<file path="config.mk">
export PLATFORM = sky130hd
export DESIGN_NAME = busclk_seq
export DESIGN_NICKNAME = d
export VERILOG_FILES = /design/src/rtl/busclk_pkg.sv /design/src/rtl/busclk_timeout.sv /design/src/rtl/busclk_srcsel.sv /design/src/rtl/busclk_div.sv /design/src/rtl/busclk_cause.sv /design/src/rtl/busclk_seq.sv
export SDC_FILE = /design/constraint.sdc
export NUM_CORES = 1
export LEC_CHECK = 0
export CAP_MARGIN = 10
export CORE_AREA = 2 2 49 51
export DETAILED_ROUTE_END_ITERATION = 10
export DIE_AREA = 0 0 51 53
export PLACE_DENSITY = 0.68
export SLEW_MARGIN = 15
export SYNTH_ARGS = -nofsm -noshare
export SYNTH_HDL_FRONTEND = slang
export SYNTH_SLANG_ARGS = --single-unit
</file>
<file path="constraint.sdc">
create_clock -name clk -period 3.4 [get_ports clk]
set_input_delay 0.34 -clock clk [delete_from_list [all_inputs] [get_ports clk]]
set_output_delay 0.34 -clock clk [all_outputs]
set_load 0.02 [all_outputs]
</file>
<file path="src/rtl/busclk_pkg.sv">
package busclk_pkg;

  typedef enum logic {
    SEQ_RUN  = 1'b0,
    SEQ_HOLD = 1'b1
  } seq_state_t;

  typedef struct packed {
    logic lvi;
    logic por;
  } rst_cause_t;

  function automatic rst_cause_t cause_of(input logic por, input logic lvi);
    rst_cause_t c;
    c.lvi = lvi;
    c.por = por;
    return c;
  endfunction

endpackage

</file>
<file path="src/rtl/busclk_timeout.sv">
module busclk_timeout
  import busclk_pkg::*;
#(
  parameter int TIMEOUT = 4096
) (
  input  logic clk,
  input  logic rst_n,
  input  logic osc_tick,
  input  logic restart,
  output logic hold
);

  localparam int CNT_W = (TIMEOUT > 1) ? $clog2(TIMEOUT) : 1;
  localparam logic [CNT_W-1:0] LAST = CNT_W'(TIMEOUT - 1);

  seq_state_t       st_q, st_d;
  logic [CNT_W-1:0] cnt_q, cnt_d;
  logic             cnt_en;

  // next state
  always_comb begin
    st_d   = st_q;
    cnt_d  = cnt_q;
    cnt_en = 1'b0;
    if (restart) begin
      st_d   = SEQ_HOLD;
      cnt_d  = '0;
      cnt_en = 1'b1;
    end else if ((st_q == SEQ_HOLD) && osc_tick) begin
      cnt_en = 1'b1;
      if (cnt_q == LAST) begin
        st_d  = SEQ_RUN;
        cnt_d = '0;
      end else begin
        cnt_d = cnt_q + 1'b1;
      end
    end
  end

  // registers
  always_ff @(posedge clk or negedge rst_n) begin
    if (!rst_n) begin
      st_q  <= SEQ_HOLD;
      cnt_q <= '0;
    end else begin
      st_q <= st_d;
      if (cnt_en) begin
        cnt_q <= cnt_d;
      end
    end
  end

  assign hold = (st_q == SEQ_HOLD);

endmodule

</file>
<file path="src/rtl/busclk_srcsel.sv">
module busclk_srcsel (
  input  logic clk,
  input  logic rst_n,
  input  logic force_osc,
  input  logic src_sel,
  input  logic osc_tick,
  input  logic pll_tick,
  output logic sel_tick
);

  logic sel_q, sel_d;

  // next state: the PLL can only be chosen outside the sequence
  always_comb begin
    sel_d = force_osc ? 1'b0 : src_sel;
  end

  always_ff @(posedge clk or negedge rst_n) begin
    if (!rst_n) begin
      sel_q <= 1'b0;
    end else begin
      sel_q <= sel_d;
    end
  end

  assign sel_tick = sel_q ? pll_tick : osc_tick;

endmodule

</file>
<file path="src/rtl/busclk_div.sv">
module busclk_div #(
  parameter  int DIV_RATIO = 4,
  localparam int PH_W      = (DIV_RATIO > 1) ? $clog2(DIV_RATIO) : 1
) (
  input  logic            clk,
  input  logic            rst_n,
  input  logic            park,
  input  logic            tick,
  output logic [PH_W-1:0] phase,
  output logic            edge_en
);

  localparam logic [PH_W-1:0] PH_LAST = PH_W'(DIV_RATIO - 1);

  logic [PH_W-1:0] ph_q, ph_d;
  logic            en_q, en_d;
  logic            wrap;

  always_comb begin
    wrap = tick && (ph_q == PH_LAST);
    if (park) begin
      ph_d = '0;
      en_d = 1'b0;
    end else begin
      en_d = wrap;
      if (wrap) begin
        ph_d = '0;
      end else if (tick) begin
        ph_d = ph_q + 1'b1;
      end else begin
        ph_d = ph_q;
      end
    end
  end

  always_ff @(posedge clk or negedge rst_n) begin
    if (!rst_n) begin
      ph_q <= '0;
      en_q <= 1'b0;
    end else begin
      ph_q <= ph_d;
      en_q <= en_d;
    end
  end

  assign phase   = ph_q;
  assign edge_en = en_q;

endmodule

</file>
<file path="src/rtl/busclk_cause.sv">
module busclk_cause
  import busclk_pkg::*;
(
  input  logic       clk,
  input  logic       rst_n,
  input  logic       por_evt,
  input  logic       lvi_evt,
  input  logic       wr,
  input  logic [1:0] wdata,
  output logic [1:0] cause
);

  rst_cause_t c_q, c_d;
  logic       c_en;

  always_comb begin
    c_d  = c_q;
    c_en = 1'b0;
    if (por_evt || lvi_evt) begin
      c_d  = cause_of(por_evt, lvi_evt);
      c_en = 1'b1;
    end else if (wr) begin
      c_d  = c_q & ~rst_cause_t'(wdata);
      c_en = 1'b1;
    end
  end

  always_ff @(posedge clk or negedge rst_n) begin
    if (!rst_n) begin
      c_q <= cause_of(1'b1, 1'b0);
    end else if (c_en) begin
      c_q <= c_d;
    end
  end

  assign cause = c_q;

endmodule

</file>
<file path="src/rtl/busclk_seq.sv">
module busclk_seq #(
  parameter  int TIMEOUT   = 4096,
  parameter  int DIV_RATIO = 4,
  localparam int PH_W      = (DIV_RATIO > 1) ? $clog2(DIV_RATIO) : 1
) (
  input  logic            clk,
  input  logic            rst_n,
  input  logic            osc_tick,
  input  logic            pll_tick,
  input  logic            src_sel,
  input  logic            por_evt,
  input  logic            lvi_evt,
  input  logic            stat_wr,
  input  logic [1:0]      stat_wdata,
  output logic            bus_en,
  output logic [PH_W-1:0] bus_phase,
  output logic            rst_pull_low,
  output logic [1:0]      rst_src
);

  logic any_evt;
  logic hold;
  logic park;
  logic sel_tick;

  assign any_evt = por_evt | lvi_evt;
  assign park    = hold | any_evt;

  busclk_timeout #(
    .TIMEOUT (TIMEOUT)
  ) u_timeout (
    .clk      (clk),
    .rst_n    (rst_n),
    .osc_tick (osc_tick),
    .restart  (any_evt),
    .hold     (hold)
  );

  busclk_srcsel u_srcsel (
    .clk       (clk),
    .rst_n     (rst_n),
    .force_osc (park),
    .src_sel   (src_sel),
    .osc_tick  (osc_tick),
    .pll_tick  (pll_tick),
    .sel_tick  (sel_tick)
  );

  busclk_div #(
    .DIV_RATIO (DIV_RATIO)
  ) u_div (
    .clk     (clk),
    .rst_n   (rst_n),
    .park    (park),
    .tick    (sel_tick),
    .phase   (bus_phase),
    .edge_en (bus_en)
  );

  busclk_cause u_cause (
    .clk     (clk),
    .rst_n   (rst_n),
    .por_evt (por_evt),
    .lvi_evt (lvi_evt),
    .wr      (stat_wr),
    .wdata   (stat_wdata),
    .cause   (rst_src)
  );

  // open-drain pull-down, asserted only while holding
  assign rst_pull_low = hold;

endmodule

</file>
Word level (Yosys, flattened, before mapping)
Cells that the tools add are included.
- add/subtract/negate cells: 2
- eq/ne operators: 2
- muxes and demuxes: 18
- bitwise operators: 4
- reduce and logical (&&, ||, !) cells: 10
- operators with widths (operator ; number):
    two-way mux 12 bit ; 3
    adder 12 x 1 -> 12 bit, second input constant ; 1
    == test 12 bit, second input constant ; 1
    two-way mux 1 bit ; 10
    two-way mux 2 bit ; 5
    AND reduction 2 bit ; 3
    nonzero test 2 bit ; 3
    nonzero test 3 bit ; 1
    adder 2 x 1 -> 2 bit, second input constant ; 1
    bitwise AND 2 bit ; 1
    == test 2 bit, second input constant ; 1
    logical AND 1 bit ; 2
    inverter 2 bit ; 1
    OR 1 bit ; 2
    logical OR 1 bit ; 1
- bits in registers: 19
- input bits: 10
- output and inout bits: 6
- word-level logic and storage cells: 43

Depth between registers and ports, before layout
Gate-level depths: netlist (run 1).
- depth after elaboration: 4
- depth in mapped cells: 5
- gate-level depth less buffers: 5

By module
A second synthesis (run 1) with hierarchy kept.
- cell total of the unflattened synthesis: 92
- area total of the unflattened synthesis: 943.4 µm²
- modules (own cells, without submodules) (module ; times used ; cells each ; area an instance (µm²) ; sequential area each (µm²)):
    busclk_timeout ; 1 ; 68 ; 660.6 ; 326.6
    busclk_div ; 1 ; 11 ; 140.1 ; 75.1
    busclk_cause ; 1 ; 8 ; 83.8 ; 51.3
    busclk_srcsel ; 1 ; 3 ; 46.3 ; 25.0
    busclk_seq ; 1 ; 2 ; 12.5 ; 0.0

Least setup slack after synthesis (run 1)
OpenSTA, ideal clock, no wires.
- path type: flip-flop to flip-flop
- start: reg u_timeout.st_q, in the netlist u_timeout.hold
- end: reg u_timeout.cnt_q[9]
- setup time: 0.078 ns
- arrival: 1.748 ns
- required time: 3.322 ns
- path slack: 1.574 ns
- stages on the path, launching flop included: 6
- buffers on the path: 1
- period minus slack after synthesis: 1.826 ns
- cell sequence: dfstp_2 > buf_2 > a211o_1 > nand2b_1 > or4_2 > a21oi_1
- longest elaborated chain between the ends: 4
- elaborated cells between the ends (all ways): 5
- classes of those cells: mux: 2; reduce/logical: 3
- RTL lines (what ; line ; source):
    from (decl) ; busclk_timeout.sv:16 ; seq_state_t st_q, st_d;
    from (signal assigned) ; busclk_timeout.sv:46 ; st_q <= st_d;
    logical AND 1 bit (*) ; busclk_timeout.sv:29 ; end else if ((st_q == SEQ_HOLD) && osc_tick) begin
    two-way mux 1 bit ; busclk_timeout.sv:29 ;
    two-way mux 1 bit ; busclk_timeout.sv:25 ; if (restart) begin
    AND reduction 2 bit (no source line) (*) ; - ;
    to (signal assigned) ; busclk_timeout.sv:48 ; cnt_q <= cnt_d;
    to (decl) ; busclk_timeout.sv:17 ; logic [CNT_W-1:0] cnt_q, cnt_d;
Every way passes the cells marked *; elsewhere a longest branch is shown, timed or not.
A chain may end at the register's enable or synchronous reset.

Worst setup path after layout (run 1)
- start: reg u_timeout.st_q, in the netlist u_timeout.hold
- end: out rst_pull_low
- RTL lines (what ; line ; source):
    to (decl) ; busclk_seq.sv:17 ; output logic rst_pull_low,
No word-level cell between the ends.

==> results of run 1 <==
-- sequential cells by signal (all words and copies together), names as in the netlist --
register and count:
u_srcsel.sel_q 1, u_div.phase 2, u_cause.cause 2, u_timeout.hold 1, u_div.edge_en 1, u_timeout.cnt_q 12
-- through the flow --
stage / total power, mW / instance area (sq um)
3_3_place_gp: 0.2727 / 1140
5_1_grt: 0.4014 / 1167
6_report: 0.3854 / 1167
3_5_place_dp: 0.2730 / 1140
4_1_cts: 0.3911 / 1167
2_1_floorplan: 0.2496 / 964.7
-- power by group through the flow --
stage,clock network [mW],registers [mW],logic [mW]
finish,0.117,0.231,0.0373
global route,0.128,0.231,0.0416
CTS,0.122,0.231,0.0381
detailed placement,0,0.235,0.0379
global placement,0,0.235,0.0376
floorplan,0,0.237,0.0125
-- worst paths after layout --
check | to | slack, ns | cells after the start
setup / recovery | rst_pull_low | 1.48 | 1
hold / removal | u_div.edge_en | 0.49 | 1
setup reg to reg | u_timeout.hold | 1.57 | 5
hold reg to reg | u_cause.cause[1] | 0.52 | 1
max in group asynchronous | u_timeout.cnt_q[9] | 2.39 | 1
min in group clk | u_cause.cause[1] | 0.52 | 1
-- metal layers --
metal / vias up / global-route usage, % / part of all wire (%)
met5: - / 0 / 0
met1: 375 / 20.61 / 44
met4: 0 / 13.51 / 3.2
met2: 21 / 28.79 / 47
met3: 7 / 3.672 / 5.6
li1: 377 / - / -
-- Yosys cell counts --
library cell | n | area share, %
mux2i_1 | 2 | 2.1
nor3b_1 | 1 | 0.78
o21ai_0 | 2 | 1.0
nand2_1 | 12 | 4.7
a211o_1 | 1 | 0.91
xnor2_1 | 4 | 3.6
nand4_1 | 4 | 2.6
dfrtp_1 | 17 | 44
xor2_1 | 3 | 2.7
nand2b_1 | 1 | 0.65
a211oi_1 | 1 | 0.78
nor2_1 | 9 | 3.5
ha_1 | 2 | 2.6
dfstp_2 | 2 | 5.4
inv_1 | 4 | 1.6
nor3_1 | 5 | 2.6
a21oi_1 | 5 | 2.6
o31ai_4 | 1 | 2.2
or4_2 | 2 | 1.8
a31o_2 | 2 | 1.8
or4_4 | 1 | 1.2
nor4b_1 | 1 | 0.91
nor4_1 | 2 | 1.3
nand3_1 | 4 | 2.1
nand3_2 | 1 | 1.0
a21oi_2 | 1 | 0.91
clkbuf_2 | 1 | 0.52
or3_4 | 1 | 1.2
or3_2 | 1 | 0.78
buf_2 | 1 | 0.52
o31ai_1 | 2 | 1.6
-- final cells by class --
type | instances | area share, %
multi-input cells | 71 | 39.55
flip-flops and latches | 19 | 40.94
clock buffers | 3 | 1.929
well taps | 28 | 3.001
repair buffers | 15 | 12.86
clock inverters | 1 | 0.4287
inverters | 4 | 1.286
-- cell families (layout without fill, tap and decap cells) --
family / after synthesis / in the layout / synth area share (%)
compound gates: 15 / 15 / 11.80
xor+xnor: 7 / 7 / 6.356
fa+ha+maj: 2 / 2 / 2.594
buf+inv: 6 / 23 / 2.593
flops: 19 / 19 / 49.55
mux: 2 / 2 / 2.075
simple gates: 45 / 45 / 25.03
==> results by group, run 1 <==
Status
  • Status: finished, final reports clean

Worst setup path
  • Critical-path top delay cell: dfstp_2
  • CP startpoint kind: flop
  • Worst path bufs/invs: 1
  • Worst EP arrival: 1.58 ns
  • Worst path cell trace: clkdlybuf4s50_1
  • Crit Path Class: flop to output port
  • Slowest stage delay, CP: about 0.65 ns
  • Max FO, Critical Path: 11
  • Crit. End Element: output port
  • Setup crit start: u_timeout.hold
  • Worst r2r src: u_timeout.cnt_q[0]
  • Top delay family on crit path: flip-flops
  • Crit path required time: around 3 ns

Timing
  • Post-route setup slack: ~1.5 ns
  • RSZ-0062 raised after global routing: false
  • Fmax: about 520 MHz
  • Setup TNS: 0 ns
  • Period utilization: approximately 56%
  • Worst Skew: roughly 0.012 ns
  • Max-slew headroom: roughly 45%
  • Setup violators final: 0
  • Worst-Margin Slew: 0.8229 ns
  • Final min period: 1.918 ns
  • Slew Viols, Final: 0
  • Fin Hold WS: a little under 0.5 ns
  • Final Hold Fails: 0

Power
  • Clock share of power: between 30% and 40%
  • Sw Ratio: 24.66%
  • Combinational Power Share: 9.7%
  • Cell-internal power: 0.2904 mW
  • P_sw: 0.09503 mW
  • Pwr Density: ~330 nW/um^2
  • Reg power frac: 59.9%
  • Leak: between 0.4 and 0.5 nW
  • Worst IR drop on VDD: around 0.16 mV

Die
  • DIE WIDTH: 51 um
  • Area of the die: between 2000 and 3000 sq um
  • Die Ht: 53 um
  • Row count: 17
  • Initial core utilization: between 40% and 50%
  • Ports: 16
  • Core region area: approximately 2100 sq um

Clock network
  • Num CTS Buffers: 3
  • TritonCTS clock tree: yes
  • Clock transition at path regs: approximately 0.12 ns
  • Worst skew pair latency: 0.31 ns
  • Root buf cell: clkbuf_4
  • CTS hold repair buffers: 0
  • Post-CTS Setup Bufs: 0
  • Clk sinks: 19
  • H-tree Lvls: 1
  • Resized Gates After CTS: 0
  • CTS Buffer Depth: 2

Drt
  • Drt drc: 0
  • Routed length per instance: 13.40 um
  • Via-to-Cell Ratio: around 5.5
  • Pre-Repair DR Iteration Count: 6
  • Antenna-violating nets left: 0
  • DR vias: 780
  • 1st-iter DRT viols: 12
  • Final WL: between 1500 and 2000 um

Placement
  • Detailed Place HPWL: about 1400 um
  • Setup WS pre-CTS: about 1.3 ns
  • Port buffer count: 15
  • GPL Wtd Cong: about 0.79
  • Post-placement cell count: between 100 and 150

Cells and area
  • Most common cell after layout, fill and taps aside: dfrtp_1
  • ANT cells: 0
  • Non-filler cells in the finished layout: around 140
  • Synth-to-layout area growth: 21.01%
  • Fill count: 206
  • Reg area: ~480 sq um
  • Area of the multi-input gates: roughly 460 sq um
  • Final nets: between 100 and 150
  • Layout cells sized above 1: approximately 14%
  • Final design utilization: around 54%
  • Commonest cells after routing, fill and taps aside: dfrtp_1, clkdlybuf4s50_1, nand2_1

Global route
  • Initial antenna violation count: 0
  • First-pass GRT wire length: 3443 um
  • Total GRT Usage: between 10% and 20%
  • Pin count of the biggest net entering global routing: 20
  • Grt total ovfl: 0
  • Vias in the first global route: between 700 and 800

Logic synthesis
  • Avg Synthesized Cell Area: 10.05 sq um
  • Distinct cells, synth: 31
  • Warnings from Yosys: 0
  • Yosys reg bits: 19
  • Register area share after synthesis: approximately half
  • Cell area after synthesis: 964.7 sq um
  • Post-synthesis net count: roughly 110
  • Synth Instances: 96

Worst hold path
  • Hold Path Class: input port to asynchronous set/reset pin

Flow run
  • Max Cap Violations: 0
No activity file was read; power rests on OpenSTA's default activity.
==> inputs of run 2 (changes only) <==
PLACE_DENSITY = 0.7   (was 0.68)
clock period = 1.6 ns   (was 3.4 ns; I/O delays follow)
==> run 2 against run 1 <==
Net effect:
- first-iteration DRC count is 17% lower
- sequential share of layout area fell by 5.1 points
- die area stayed put
- final cell count rose by 13%
- sequential power grew 110%
- clock power grew 110%
- worst setup slack got worse by 1.4 ns
- clock skew fell by 0.0074 ns
- routed wire length increased by 7.4%
- utilization rose by 8.0 points
- via count up 7.6%
==> results by group, run 2 (synthesized netlist as in run 1, its figures left out) <==
Clock network
  • Worst skew pair latency: 0.31 ns (about the same)
  • Clock transition at path regs: 0.11 ns (about the same)
  • CTS Buffer Depth: 2 (unchanged)
  • TritonCTS clock tree: yes
  • Clk sinks: 19 (unchanged)
  • H-tree Lvls: 1 (unchanged)
  • Num CTS Buffers: 3 (unchanged)
  • Root buf cell: clkbuf_4

Worst setup path
  • Crit path required time: 1.85 ns (-1.21 ns)
  • Worst path bufs/invs: 0 (-1)
  • Top delay family on crit path: simple AND/OR/NAND/NOR gates
  • Crit. End Element: flop
  • Slowest stage delay, CP: 0.43 ns (-0.22 ns)
  • Crit Path Class: flop to flop
  • CP startpoint kind: flop
  • Worst path cell trace: nand3_2, or3_4, or4_4, a21oi_2
  • Worst EP arrival: 1.79 ns (+0.21 ns)
  • Critical-path top delay cell: or3_4
  • Max FO, Critical Path: 5 (-6)

Global route
  • Grt total ovfl: 0 (unchanged)
  • GR peak layer: met2
  • First-pass GRT wire length: 3243 um (-5.8%)
  • Pin count of the biggest net entering global routing: 20 (unchanged)
  • Vias in the first global route: 786 (+0.13%)
  • Met1 Use GR: 18.96% (-1.6 points)
  • Met2 usage: 29.22% (+0.43 points)
  • Initial antenna violation count: 0 (unchanged)
  • Total GRT Usage: 16.41% (-1.4 points)
  • Grt met3 use: 1.977% (-1.7 points)

Timing
  • Slew Viols, Final: 0 (unchanged)
  • Setup violators final: 0 (unchanged)
  • Post-route setup slack: 0.06250 ns (-1.419 ns)
  • RSZ-0062 raised after global routing: false
  • Final min period: 1.537 ns
  • Final Hold Fails: 0 (unchanged)
  • Worst-Margin Slew: 0.4568 ns (-0.3661 ns)
  • Fin Hold WS: 0.1741 ns (-0.3181 ns)
  • Period utilization: 96.09%
  • Max-slew headroom: 69.49% (+25 points)
  • Setup TNS: 0 ns (unchanged)
  • Worst Skew: 0.004796 ns (-0.007423 ns)
  • Fmax: between 600 and 700 MHz

Cells and area
  • Largest Register: u_timeout.cnt_q
  • Final Cell Area: 1339 sq um (+15%)
  • Non-filler cells in the finished layout: 160 (+13%)
  • Commonest cells after routing, fill and taps aside: buf_4, dfrtp_1, clkdlybuf4s50_1
  • Synth-to-layout area growth: 38.78%
  • Final nets: 145 (+15%)
  • Number of flip-flops in the largest register: 12 (unchanged)
  • Most common cell after layout, fill and taps aside: buf_4
  • ANT cells: 0 (unchanged)
  • Layout cells sized above 1: 29.55% (+15 points)

Drt
  • Final WL: 2030 um (+7.4%)
  • Drt drc: 0 (unchanged)
  • Pre-Repair DR Iteration Count: 4 (-2)
  • DR vias: 839 (+7.6%)
  • Routed length per instance: 12.69 um (-5.3%)
  • Via-to-Cell Ratio: 5.244 (-5.2%)
  • Antenna-violating nets left: 0 (unchanged)
  • 1st-iter DRT viols: 10 (-2)

Die
  • Core region area: 2148 sq um (unchanged)
  • Area of the die: 2703 sq um (unchanged)
  • Ports: 16 (unchanged)
  • Die Ht: 53 um (unchanged)
  • Initial core utilization: 44.90% (unchanged)
  • Row count: 17 (unchanged)
  • DIE WIDTH: 51 um (unchanged)

Placement
  • Post-placement cell count: 153 (+12%)
  • GPL Wtd Cong: 0.8095 (+2.9%)
  • Setup WS pre-CTS: -0.2030 ns (-1.506 ns)
  • Port buffer count: 15 (unchanged)
  • Dpl cell area: 1267 sq um (+11%)
  • Detailed Place HPWL: 1543 um (+13%)

Power
  • Leak: 0.5404 nW (+20%)
  • Pwr Density: 623.6 nW/um^2 (+89%)
  • Worst IR drop on VDD: 0.3261 mV (+110%)

Flow run
  • Max Cap Violations: 0 (unchanged)

Status
  • Status: finished, final reports clean

Worst hold path
  • Hold Path Class: input port to asynchronous set/reset pin
==> run 2: cell count changes in the layout (fill, tap and decap cells not counted), sizes merged <==
cell | before | now
buf | 0 | 19
dlygate4sd2 | 0 | 2
clkdlybuf4s50 | 15 | 13
==> run 2: cell type report <==
class / instances / area [sq um]
clock buffers: 3 / 22.52
inverters: 4 / 15.01
fillers: 177 / 809.5
well taps: 28 / 35.03
clock inverters: 1 / 5.005
repair buffers: 34 / 290.3
multi-input cells: 71 / 491.7
flip-flops and latches: 19 / 479.2
==> run 2: worst paths after layout <==
| check | startpoint | end | slack (ns) | depth (start not counted) |
|---|---|---|---|---|
| worst min-delay path | rst_n | u_timeout.cnt_q[6] | 0.17 | 2 |
| worst max-delay path | u_timeout.cnt_q[4] | u_timeout.cnt_q[11] | 0.06 | 4 |
| min in group clk | src_sel | u_srcsel.sel_q | 0.41 | 2 |
| worst max register to register | u_timeout.cnt_q[4] | u_timeout.cnt_q[11] | 0.06 | 4 |
| max in group asynchronous | rst_n | u_cause.cause[0] | 1.17 | 2 |
| worst min register to register | u_cause.cause[1] | u_cause.cause[1] | 0.52 | 1 |
==> run 2: report_power, final <==
| part | total [mW] | leakage, nW | switching, mW | internal, mW |
|---|---|---|---|---|
| clock | 0.247 | 0.0177 | 0.154 | 0.0935 |
| combinational | 0.0972 | 0.269 | 0.0471 | 0.0502 |
| sequential | 0.491 | 0.254 | 0.00394 | 0.487 |
==> run 2: metal layers <==
layer  wire [um]  vias to the layer above
met1         875                      398
met4          52                        0
met2        1000                       20
li1            -                      416
met3         102                        5
met5           0                        -
==> run 2: what timing repair did <==
action | in CTS | in global routing
hold buffers | 0 | 0
endpoints found under the hold margin | 0 | 0
setup endpoints to repair | 3 | 8
pin swaps | 0 | 1
gates resized for setup | 2 | 5
setup buffers | 1 | 2
==> run 2: stage by stage <==
step	power, mW	utilization (%)
final	0.8349	62.32
after global routing	0.8663	62.32
after CTS	0.8353	60.51
after detailed placement	0.5951	59.00
after global placement	0.5941	59.00
after floorplan	0.5306	-
==> inputs of run 3 (changes only) <==
PLACE_DENSITY = 0.68   (was 0.7)
SLEW_MARGIN = default   (was 15)
clock period = 1.7 ns   (was 1.6 ns; I/O delays follow)
==> run 3 against run 2 <==
Net effect:
- final cell count decreased by 3.8%
- critical path type unchanged
- first-iteration DRC count increased by 100%
- routed wire length decreased by 1.9%
==> results by group, run 3 (synthesized netlist as in run 1, its figures left out) <==
Worst setup path
  • Crit. End Element: flop
  • Top delay family on crit path: simple AND/OR/NAND/NOR gates
  • Crit path required time: 1.94 ns (+0.09 ns)
  • Length in cells of the worst reg-to-reg path: 4 (unchanged)
  • Crit Path Class: flop to flop
  • Worst r2r src: u_timeout.cnt_q[5]
  • Max FO, Critical Path: 5 (unchanged)
  • Worst path cell trace: nand3_2, or3_4, or4_4, a21oi_2
  • WP depth: 4 (unchanged)
  • Worst R2R End: u_timeout.cnt_q[11]
  • Critical-path top delay cell: or4_4
  • Worst path bufs/invs: 0 (unchanged)
  • Slowest stage delay, CP: 0.52 ns (+0.09 ns)
  • CP startpoint kind: flop
  • Worst EP arrival: 1.88 ns (+0.09 ns)
  • FF-to-FF setup slack: 0.06 ns (about the same)

Clock network
  • Clk sinks: 19 (unchanged)
  • Num CTS Buffers: 3 (unchanged)
  • TritonCTS clock tree: yes
  • CTS Buffer Depth: 2 (unchanged)
  • H-tree Lvls: 1 (unchanged)
  • Root buf cell: clkbuf_4
  • Worst skew pair latency: 0.30 ns (about the same)
  • Clock transition at path regs: 0.10 ns (about the same)

Status
  • Status: finished, final reports clean

Drt
  • 1st-iter DRT viols: 20 (+10)
  • Pre-Repair DR Iteration Count: 4 (unchanged)
  • Drt drc: 0 (unchanged)
  • Via-to-Cell Ratio: 5.260 (+0.30%)
  • Routed length per instance: 12.94 um (+2.0%)
  • DR vias: 810 (-3.5%)
  • Final WL: 1992 um (-1.9%)
  • Antenna-violating nets left: 0 (unchanged)

Global route
  • Initial antenna violation count: 0 (unchanged)
  • Total GRT Usage: 17.64% (+1.2 points)
  • Pin count of the biggest net entering global routing: 20 (unchanged)
  • First-pass GRT wire length: 3574 um (+10%)
  • Vias in the first global route: 836 (+6.4%)
  • Grt total ovfl: 0 (unchanged)

Cells and area
  • Most common cell after layout, fill and taps aside: dfrtp_1
  • Final Cell Area: 1269 sq um (-5.2%)
  • Final design utilization: 59.06% (-3.3 points)
  • Commonest cells after routing, fill and taps aside: dfrtp_1, clkdlybuf4s50_1, buf_4
  • ANT cells: 0 (unchanged)
  • Final nets: 139 (-4.1%)
  • Number of flip-flops in the largest register: 12 (unchanged)
  • Largest Register: u_timeout.cnt_q
  • Fill count: 198 (+12%)
  • Synth-to-layout area growth: 31.52%
  • Layout cells sized above 1: 22.22% (-7.3 points)

Flow run
  • Max Cap Violations: 0 (unchanged)

Power
  • Total power: 0.7734 mW (-7.4%)
  • Leak: 0.5102 nW (-5.6%)
  • Worst IR drop on VDD: 0.3841 mV (+18%)
  • Sw Ratio: 23.52% (-0.99 points)
  • Reg power frac: 59.6% (+0.8 points)
  • Combinational Power Share: 11.0% (-0.6 points)
  • Cell-internal power: 0.5915 mW (-6.1%)
  • P_sw: 0.1819 mW (-11%)
  • Clock share of power: 29.4% (-0.2 points)
  • Pwr Density: 609.6 nW/um^2 (-2.2%)

Timing
  • Final min period: 1.642 ns (+0.1044 ns)
  • Fin Hold WS: 0.1973 ns (+0.02321 ns)
  • Fmax: 609.0 MHz (-6.4%)
  • Max-slew headroom: 51.44% (-18 points)
  • Worst Skew: 0.002461 ns (-0.002335 ns)
  • Setup violators final: 0 (unchanged)
  • Final Hold Fails: 0 (unchanged)
  • Worst-Margin Slew: 0.7240 ns (+0.2672 ns)
  • Slew Viols, Final: 0 (unchanged)
  • RSZ-0062 raised after global routing: false
  • Period utilization: 96.58% (+0.49 points)

Die
  • Row count: 17 (unchanged)
  • Initial core utilization: 44.90% (unchanged)
  • DIE WIDTH: 51 um (unchanged)
  • Area of the die: 2703 sq um (unchanged)
  • Core region area: 2148 sq um (unchanged)
  • Ports: 16 (unchanged)
  • Die Ht: 53 um (unchanged)

Placement
  • Detailed Place HPWL: 1522 um (-1.3%)
  • GPL Wtd Cong: 0.7822 (-3.4%)
  • Port buffer count: 15 (unchanged)
  • Dpl cell area: 1225 sq um (-3.4%)

Worst hold path
  • Hold Path Class: input port to asynchronous set/reset pin
run 3: cell types whose count changed in the layout (fill, tap and decap cells not counted), sizes merged:
cell	before	now
buf	19	13
dlygate4sd2	2	0
clkbuf	3	4
clkdlybuf4s50	13	14
clkinv	1	0
dlymetal6s2s	0	1
run 3: stage by stage:
stage,instances,TNS (ns),worst slack [ns]
after floorplan,96,0,0.03404
after global placement,148,-0.1389,-0.04744
after detailed placement,148,-0.2833,-0.07842
after CTS,153,0,0.02466
after global routing,154,0,0.004097
final,154,0,0.05806
run 3: layer usage:
metal  routed length, um  up-vias  part of all wire (%)  track usage, %
met5                   0        -                     0               0
met4                  42        0                   2.1           8.108
met3                  64        5                   3.2           2.542
met2                 906       22                    45           29.00
met1                 979      376                    49           22.94
li1                    -      407                     -               -
run 3: layout make-up:
cell class | instances | area, sq um | share of cell area, %
Tap cell | 28 | 35.03 | 2.761
Sequential cell | 19 | 478.0 | 37.67
Timing Repair Buffer | 28 | 250.2 | 19.72
Inverter | 4 | 15.01 | 1.183
Multi-Input combinational cell | 71 | 464.2 | 36.59
Clock buffer | 4 | 26.28 | 2.071
run 3: repair_timing:
| action | in CTS | in global routing |
|---|---|---|
| hold endpoints to repair | 0 | 0 |
| endpoints found under the setup margin | 1 | 8 |
| setup buffers | 1 | 1 |
| hold buffers | 0 | 0 |
| resized for setup | 0 | 2 |
| pin swaps | 0 | 2 |
run 3: worst max path at each step:
stage	start	end	slack, ns
final	u_timeout.cnt_q[5]	u_timeout.cnt_q[11]	0.06
after global routing	u_timeout.cnt_q[1]	u_timeout.cnt_q[1]	0.004
after CTS	u_timeout.hold	rst_pull_low	0.02
after detailed placement	osc_tick	u_timeout.cnt_q[8]	-0.08
after global placement	osc_tick	u_timeout.cnt_q[8]	-0.05
after floorplan	u_timeout.cnt_q[3]	u_timeout.cnt_q[11]	0.03
run 3: power by group through the flow:
stage | Combinational [mW] | Sequential (mW) | Clock [mW]
2_1_floorplan | 0.0249 | 0.474 | 0
3_3_place_gp | 0.0848 | 0.469 | 0
3_5_place_dp | 0.0863 | 0.469 | 0
4_1_cts | 0.0869 | 0.461 | 0.236
5_1_grt | 0.0949 | 0.462 | 0.248
6_report | 0.0851 | 0.461 | 0.228
run 3: worst reg2reg max path: cells and delay by family (launching register included):
kind	cells	cell delay (ns)
AO/OA/AOI/OAI	1	0.14
flip-flops	1	0.39
AND/OR/NAND/NOR	3	1.06
